$ cat src/rtl/ps_seq_pkg.sv
// Shared types for the partial-scan sequencer.
// Assumes: nothing; holds only the phase encoding.
package ps_seq_pkg;
    typedef enum logic [2:0] {
        PH_IDLE   = 3'd0,
        PH_FLUSH  = 3'd1,
        PH_LOAD   = 3'd2,
        PH_CAPT   = 3'd3,
        PH_UNLOAD = 3'd4,
        PH_DONE   = 3'd5
    } phase_t;
endpackage

$ cat src/rtl/ps_seq_fsm.sv
// Phase sequencer: walks flush, per-vector load/capture and the final unload.
// Assumes N_SFF >= 1 and N_VEC >= 1. The bit counter is wide enough for the flush length.
module ps_seq_fsm
    import ps_seq_pkg::*;
#(
    parameter int N_SFF = 5,
    parameter int N_VEC = 3,
    parameter int BW    = 4,
    parameter int VW    = 2
) (
    input  logic          clk,
    input  logic          rst_n,
    input  logic          start,
    output phase_t        phase,
    output logic [BW-1:0] bcnt,
    output logic [VW-1:0] vcnt,
    output logic          start_acc
);
    localparam logic [BW-1:0] FLUSH_LAST = BW'(N_SFF + 3);
    localparam logic [BW-1:0] SHIFT_LAST = BW'(N_SFF - 1);
    localparam logic [VW-1:0] VEC_LAST   = VW'(N_VEC - 1);

    // start is taken only when no session is running
    assign start_acc = start && (phase == PH_IDLE || phase == PH_DONE);

    // advance phase and counters
    always_ff @(posedge clk) begin
        if (!rst_n) begin
            phase <= PH_IDLE;
            bcnt  <= '0;
            vcnt  <= '0;
        end else begin
            unique case (phase)
                PH_IDLE, PH_DONE: begin
                    if (start_acc) begin
                        phase <= PH_FLUSH;
                        bcnt  <= '0;
                        vcnt  <= '0;
                    end
                end
                PH_FLUSH: begin
                    if (bcnt == FLUSH_LAST) begin
                        phase <= PH_LOAD;
                        bcnt  <= '0;
                    end else begin
                        bcnt <= bcnt + 1'b1;
                    end
                end
                PH_LOAD: begin
                    if (bcnt == SHIFT_LAST) begin
                        phase <= PH_CAPT;
                    end else begin
                        bcnt <= bcnt + 1'b1;
                    end
                end
                PH_CAPT: begin
                    bcnt <= '0;
                    if (vcnt == VEC_LAST) begin
                        phase <= PH_UNLOAD;
                    end else begin
                        phase <= PH_LOAD;
                        vcnt  <= vcnt + 1'b1;
                    end
                end
                PH_UNLOAD: begin
                    if (bcnt == SHIFT_LAST) begin
                        phase <= PH_DONE;
                    end else begin
                        bcnt <= bcnt + 1'b1;
                    end
                end
                default: phase <= PH_IDLE;
            endcase
        end
    end
endmodule

$ cat src/rtl/ps_flush_pattern.sv
// Scan-register test pattern: yields 0,0,1,1 repeating over the flush index.
// Assumes the index starts at 0 on the first flush cycle.
module ps_flush_pattern #(
    parameter int BW = 4
) (
    input  logic [BW-1:0] idx,
    output logic          bit_o
);
    // the pattern bit is the index's weight-two bit
    generate
        if (BW >= 2) begin : g_wide
            assign bit_o = idx[1];
        end else begin : g_narrow
            assign bit_o = 1'b0;
        end
    endgenerate
endmodule

$ cat src/rtl/ps_cycle_counter.sv
// Session cycle counter: cleared on session start, counts active cycles.
// Assumes the width holds the full session length.
module ps_cycle_counter #(
    parameter int CW = 6
) (
    input  logic          clk,
    input  logic          rst_n,
    input  logic          clr,
    input  logic          inc,
    output logic [CW-1:0] cnt
);
    // clear on start, increment in each session cycle
    always_ff @(posedge clk) begin
        if (!rst_n)   cnt <= '0;
        else if (clr) cnt <= '0;
        else if (inc) cnt <= cnt + 1'b1;
    end
endmodule

$ cat src/rtl/partial_scan_seq.sv
// Partial-scan test sequencer top. Produces the scan-enable, both clock
// enables, the serial chain input and the primary-input strobe for a whole session.
// Assumes an external vector store that answers vec_idx/bit_idx in the same cycle.
module partial_scan_seq
    import ps_seq_pkg::*;
#(
    parameter int N_SFF = 5,
    parameter int N_VEC = 3,
    localparam int TOTAL = (N_VEC + 2) * N_SFF + N_VEC + 4,
    localparam int BW    = $clog2(N_SFF + 5),
    localparam int VW    = (N_VEC > 1) ? $clog2(N_VEC) : 1,
    localparam int BIW   = (N_SFF > 1) ? $clog2(N_SFF) : 1,
    localparam int CW    = $clog2(TOTAL + 1)
) (
    input  logic           clk,
    input  logic           rst_n,
    input  logic           start,
    input  logic           vec_bit,
    output logic           test_ctl,
    output logic           scan_clk_en,
    output logic           nscan_clk_en,
    output logic           scan_in,
    output logic           pi_load,
    output logic [VW-1:0]  vec_idx,
    output logic [BIW-1:0] bit_idx,
    output logic [CW-1:0]  cyc_cnt,
    output logic           done
);
    phase_t        phase;
    logic [BW-1:0] bcnt;
    logic [VW-1:0] vcnt;
    logic          start_acc;
    logic          flush_bit;
    logic          shifting;
    logic          capturing;

    ps_seq_fsm #(.N_SFF(N_SFF), .N_VEC(N_VEC), .BW(BW), .VW(VW)) u_fsm (
        .clk(clk), .rst_n(rst_n), .start(start),
        .phase(phase), .bcnt(bcnt), .vcnt(vcnt), .start_acc(start_acc)
    );

    ps_flush_pattern #(.BW(BW)) u_flush (.idx(bcnt), .bit_o(flush_bit));

    ps_cycle_counter #(.CW(CW)) u_cnt (
        .clk(clk), .rst_n(rst_n), .clr(start_acc),
        .inc(shifting || capturing), .cnt(cyc_cnt)
    );

    // decode the phase into shift and capture cycles
    assign shifting  = (phase == PH_FLUSH) || (phase == PH_LOAD) || (phase == PH_UNLOAD);
    assign capturing = (phase == PH_CAPT);

    // clock enables and scan-enable
    assign test_ctl     = shifting;
    assign scan_clk_en  = shifting || capturing;
    assign nscan_clk_en = capturing;

    // serial input: flush pattern, vector bit, or zero during unload
    always_comb begin
        unique case (phase)
            PH_FLUSH: scan_in = flush_bit;
            PH_LOAD:  scan_in = vec_bit;
            default:  scan_in = 1'b0;
        endcase
    end

    // vector store addressing and primary-input strobe
    assign vec_idx = vcnt;
    assign bit_idx = bcnt[BIW-1:0];
    assign pi_load = (phase == PH_LOAD) && (bcnt == BW'(N_SFF - 1));
    assign done    = (phase == PH_DONE);
endmodule

$ cat config.mk
export PLATFORM = sky130hd
export DESIGN_NAME = partial_scan_seq
export DESIGN_NICKNAME = d
export VERILOG_FILES = /design/src/rtl/ps_seq_pkg.sv /design/src/rtl/ps_seq_fsm.sv /design/src/rtl/ps_flush_pattern.sv /design/src/rtl/ps_cycle_counter.sv /design/src/rtl/partial_scan_seq.sv
export SDC_FILE = /design/constraint.sdc
export NUM_CORES = 1
export LEC_CHECK = 0
export BUFFER_PORTS_ARGS = -buffer_cell sky130_fd_sc_hd__buf_2
export CORE_MARGIN = 2
export CORE_UTILIZATION = 57
export DETAILED_ROUTE_END_ITERATION = 7
export PLACE_DENSITY = 0.78
export SLEW_MARGIN = 20
export SYNTH_ARGS = -nofsm -noshare
export SYNTH_HDL_FRONTEND = slang
export SYNTH_SLANG_ARGS = --single-unit
export TNS_END_PERCENT = 10
$ cat constraint.sdc
create_clock -name clk -period 2.6 [get_ports clk]
set_clock_uncertainty 0.1 [all_clocks]
set_input_delay 0.39 -clock clk [delete_from_list [all_inputs] [get_ports clk]]
set_output_delay 0.39 -clock clk [all_outputs]
set_load 0.03 [all_outputs]
Word-level counts from Yosys, hierarchy flattened

Index checks and enable logic that the tools add are counted.
Widths: inputs -> output; s select.

Bits in registers: 15
Bits of input ports: 4
Word-level logic and storage cells: 51

Add/sub/neg operators: 3
Equal/unequal tests: 14
Multiplexer cells: 14
Bitwise gates (word level): 1
Reductions and logical operators: 15

Operators with widths:

| kind                | number |
|---|---|
| $pmux 4 s4          | 1 |
| $mux 3              | 5 |
| $pmux 3 s5          | 1 |
| $mux 4              | 3 |
| $add 6x1->6 const B | 1 |
| $eq 3x2->1 const B  | 2 |
| $eq 3x3->1 const B  | 2 |
| $ne 2x1->1 const B  | 3 |
| $ne 2x2->1 const B  | 3 |
| $reduce_and 3->1    | 2 |
| $reduce_or 2->1     | 3 |
| $add 4x1->4 const B | 1 |
| $eq 4x3->1 const B  | 1 |
| $eq 4x4->1 const B  | 1 |
| $logic_or 1x1->1    | 4 |
| $mux 2              | 2 |
| $pmux 2 s2          | 1 |
| $reduce_and 4->1    | 1 |
| $reduce_bool 4->1   | 1 |
| $eq 3x1->1 const B  | 1 |
| $logic_not 3->1     | 1 |
| $add 2x1->2 const B | 1 |
| $eq 2x2->1 const B  | 1 |
| $logic_and 1x1->1   | 2 |
| 3 further kinds     | 3 |

Depth between registers and ports, before layout

Word-level depth: 5
Mapped depth: 6

By module

A second synthesis with hierarchy kept.

Cell total of the unflattened synthesis: 111
Area total of the unflattened synthesis: 943.4 sq um

By module, submodules not included:

| module           | times used | cells an instance | area each (sq um) | seq. area each (sq um) |
|---|---|---|---|---|
| ps_seq_fsm       | 1          | 74                | 600.6             | 180.2 |
| ps_cycle_counter | 1          | 25                | 245.2             | 120.1 |
| partial_scan_seq | 1          | 11                | 90.1              | 0.0 |
| ps_flush_pattern | 1          | 1                 | 7.5               | 0.0 |

Worst setup path after synthesis

Ideal clock, no wire load.

Kind: register to output
From: register u_fsm.bcnt[1]
To: output pi_load
Arrival: 1397 ps
Required time: 2110 ps
Path slack: 713 ps
Stages on the path, launching flop included: 5
Cells stage by stage: dfxtp_1 inv_1 ha_1 nand3b_1 nor3_1

Longest elaborated chain between the ends: 2

Ends and longest elaborated chain:

| element                  | line                   | text |
|---|---|---|
| start: declaration       | ps_seq_fsm.sv:15       | `output logic [BW-1:0] bcnt,` |
| start signal: assignment | ps_seq_fsm.sv:46       | `bcnt <= bcnt + 1'b1;` |
| start signal: assignment | ps_seq_fsm.sv:53       | `bcnt <= bcnt + 1'b1;` |
| start signal: assignment | ps_seq_fsm.sv:69       | `bcnt <= bcnt + 1'b1;` |
| $eq 4x3->1               | partial_scan_seq.sv:70 | `assign pi_load = (phase == PH_LOAD) && (bcnt == BW'(N_SFF - 1));` |
| $logic_and 1x1->1        | partial_scan_seq.sv:70 |  |
| end: declaration         | partial_scan_seq.sv:23 | `output logic pi_load,` |

No other way between the ends.

Worst setup path after layout

From: register u_fsm.phase[2]
To: output scan_clk_en

Longest elaborated chain between the ends: 4

Ends and longest elaborated chain:

| element                                         | line                   | text |
|---|---|---|
| start: declaration                              | ps_seq_fsm.sv:14       | `output phase_t phase,` |
| start signal: assignment                        | ps_seq_fsm.sv:29       | `phase <= PH_IDLE;` |
| start signal: assignment                        | ps_seq_fsm.sv:36       | `phase <= PH_FLUSH;` |
| start signal: assignment                        | ps_seq_fsm.sv:43       | `phase <= PH_LOAD;` |
| $eq 3x1->1 / $eq 3x2->1 (equally long branches) | partial_scan_seq.sv:50 | `assign shifting = (phase == PH_FLUSH) \|\| (phase == PH_LOAD) \|\| (phase == PH_UNLOAD);` |
| $logic_or 1x1->1 (2 in a row)                   | partial_scan_seq.sv:50 |  |
| $logic_or 1x1->1 *                              | partial_scan_seq.sv:55 | `assign scan_clk_en = shifting \|\| capturing;` |
| end: declaration                                | partial_scan_seq.sv:20 | `output logic scan_clk_en,` |

Every way passes the cells marked *; elsewhere a longest branch is shown, timed or not.

==> reports/metrics.yaml <==
yosys:
  yosysTopAreaCell: "dfxtp_1"
  synth_nets: 128
  postSynthCellCount: 120
  ys_ff_latch: 15
  synth_ff_type: "dfxtp_1"
  synth.avg_cell_area_um2: 8.64
  synth_top_area_share_pct: 29.0
  synthTopCellsByArea: "dfxtp_1 (29%), ha_1 (4.8%), nor2_1 (4.3%), nor2b_1 (3.6%), xor2_1 (3.4%)"
  synth-simple-area-share_pct: 31.5
  async_flop_share_pct: 0
  synth_mux_area_share_pct: 0.965
  ys_seq_area_share_pct: 29.0
  synth_fa_ha_area_share_pct: 4.83
  ys_types: 46
  syn_area_um2: 1040
  synth_compound_area_share_pct: 18.9
  synth-xor-area-share_pct: 5.07
  synth_edf_count: 0
  synth_top_family_by_area: "simple AND/OR/NAND/NOR gates"
  yosys_warnings: 0
routing:
  drc: 0
  dr.pass1.iters: 4
  via_per_inst: 5.45
  antenna_left: 0
  wl_per_cell_um: 11.6
  drtIter0Drc: 14
  routed_wl_um: 1840
  vias: 866
grt:
  grt_max_degree: 22
  grt_pass1_wl_um: 2930
  antenna_found_initial: 0
  grt_pass1_vias: 691
  gr-usage-all-layers_pct: 18.8
  grt.overflow.total: 0
final_layout:
  stdcell_area_um2: 1120
  instances_no_fill: 159
  num_antenna_cells: 0
  multi_input_area_um2: 636
  fillers: 159
  seq_area_um2: 300
  area_delta_synth_final_pct: 7.60
  nets: 143
  drive_above_1_share_pct: 24.6
placement:
  dp_hpwl_um: 1340
  place_congestion: 0.803
  placed_cell_area_um2: 1090
  portBuffers: 20
  dp_cells: 155
timing:
  period_share_pct: 85.0
  fin_setup_tns_ps: 0
  fin_hold_ws_ps: 347
  rsz0062_at_grt: "false"
  slew_headroom_pct: 54.2
  worst_slew_pin_slew_ps: 685
  slew_viol_final: 0
  fmax_mhz: 453
  hold_viol: 0
  period_minus_slack_ps: 2210
  setup_violations: 0
min_path:
  holdPathEnd: "u_fsm.vcnt[1]"
  worstHoldStart: "rst_n"
  hold_class: "primary input to register"
  whs_path_depth: 2
clock_network:
  hold_buffers: 0
  htreeDepth: 1
  numCtsBuffers: 3
  root_buffer: "clkbuf_4"
  clk_pin_slew_ps: 90
  clockBufferDepth: 2
  post-cts-setup-buffers: 0
  ctsResizeCount: 0
  cts.sinks: 15
  cts_tree: "done"
  clock_latency_ps: 290
floorplanning:
  dieArea_um2: 2180
  initial_utilization_pct: 60.1
  fp.coreArea_um2: 1730
  num_rows: 15
  ios: 21
  chipHeight_um: 46.7
  die_width_um: 46.7
critical_path:
  startpoint_type: "register"
  cp_max_fo: 21
  rr_endpoint: "u_fsm.bcnt[3]"
  cp_data_arrival_time_ps: 1720
  crit_required_ps: 2110
  r2r_start: "u_fsm.phase[1]"
  r2r_slack_ps: 660
  critical_path_class: "register to output pin"
  reg2regPathDepth: 4
  crit_path_end_kind: "output pin"
power:
  powerDensity_nw_per_um2: 398
  peakVddDrop_mv: 0.264
  total_power_w: 0.000444
  leakage_nw: 0.521
flow_run:
  cap_viol_max_count: 0
outcome:
  status: "finished, final reports clean"
cell type report:
cell class	count	area share (%)
Inverter	6	2.02
Clock buffer	4	2.35
Multi-Input combinational cell	89	57.0
Tap cell	25	2.80
Sequential cell	15	26.9
Timing Repair Buffer	20	8.97
logic make-up (layout without fill, tap and decap cells):
kind of cell,count (synthesis),in the layout
AO/OA/AOI/OAI,24,24
XOR/XNOR,6,6
adder cells (fa/ha/maj),4,4
buffers and inverters,16,30
flip-flops,15,15
multiplexers,1,1
AND/OR/NAND/NOR,54,54
metrics by stage:
step | util (%) | worst slack [ps]
2_1_floorplan | - | 713
3_3_place_gp | 63.1 | 705
3_5_place_dp | 63.1 | 686
4_1_cts | 64.6 | 393
5_1_grt | 64.6 | 245
6_report | 64.6 | 391
layer usage:
layer  vias to the layer above  share of wire, %  global-route usage (%)
li1                        449                 -                       -
met1                       399                48                    25.5
met2                        16                47                    28.9
met3                         2               3.4                    3.53
met4                         0               1.5                    8.33
met5                         -                 0                       0
cells in the mapped netlist, types with 4 or more instances:
master,n
dfxtp_1,15
inv_1,4
nor2b_1,6
ha_1,4
buf_4,4
a21oi_1,5
nand3_1,4
nand2b_1,4
xor2_1,4
nor2_1,12
nand2_1,4
report_power, final:
group / switching (W) / total [W] / internal, W
combinational: 0.0000369 / 0.0000623 / 0.0000254
clock: 0.0000784 / 0.000138 / 0.0000597
sequential: 0.00000986 / 0.000244 / 0.000234
total: 0.000125 / 0.000444 / 0.000319
state kept, by name, summed over array words and instances (netlist names):
register / flops
u_fsm.phase: 3
u_fsm.vcnt: 2
u_cnt.cnt: 6
u_fsm.bcnt: 4
worst max-delay path by stage:
stage                              start  slack [ps]             to  cells after the start
after detailed placement  u_fsm.phase[1]         690  u_fsm.bcnt[3]                      4
after CTS                 u_fsm.phase[1]         390    scan_clk_en                      3
after floorplan            u_fsm.bcnt[1]         710        pi_load                      4
final                     u_fsm.phase[2]         390    scan_clk_en                      3
after global routing      u_fsm.phase[1]         250    scan_clk_en                      3
after global placement    u_fsm.phase[1]         710  u_fsm.bcnt[3]                      4
critical path, cell delays in order, from the launching register on:
cell,delay [ps]
dfxtp_1,740
o21ai_1,280
and2_4,230
buf_2,170
placed cells by master, fill, tap and decap left out, types with 3 or more instances in the layout:
cell / instances
or3_1: 3
a21oi_1: 5
nor3_1: 3
nand2_1: 4
dfxtp_1: 15
nand3_1: 4
ha_1: 4
buf_2: 20
xor2_1: 4
clkbuf_4: 3
and3_1: 3
nor2b_1: 6
nor2_1: 12
inv_1: 4
nand2b_1: 4
No activity file was read; power rests on OpenSTA's default activity.
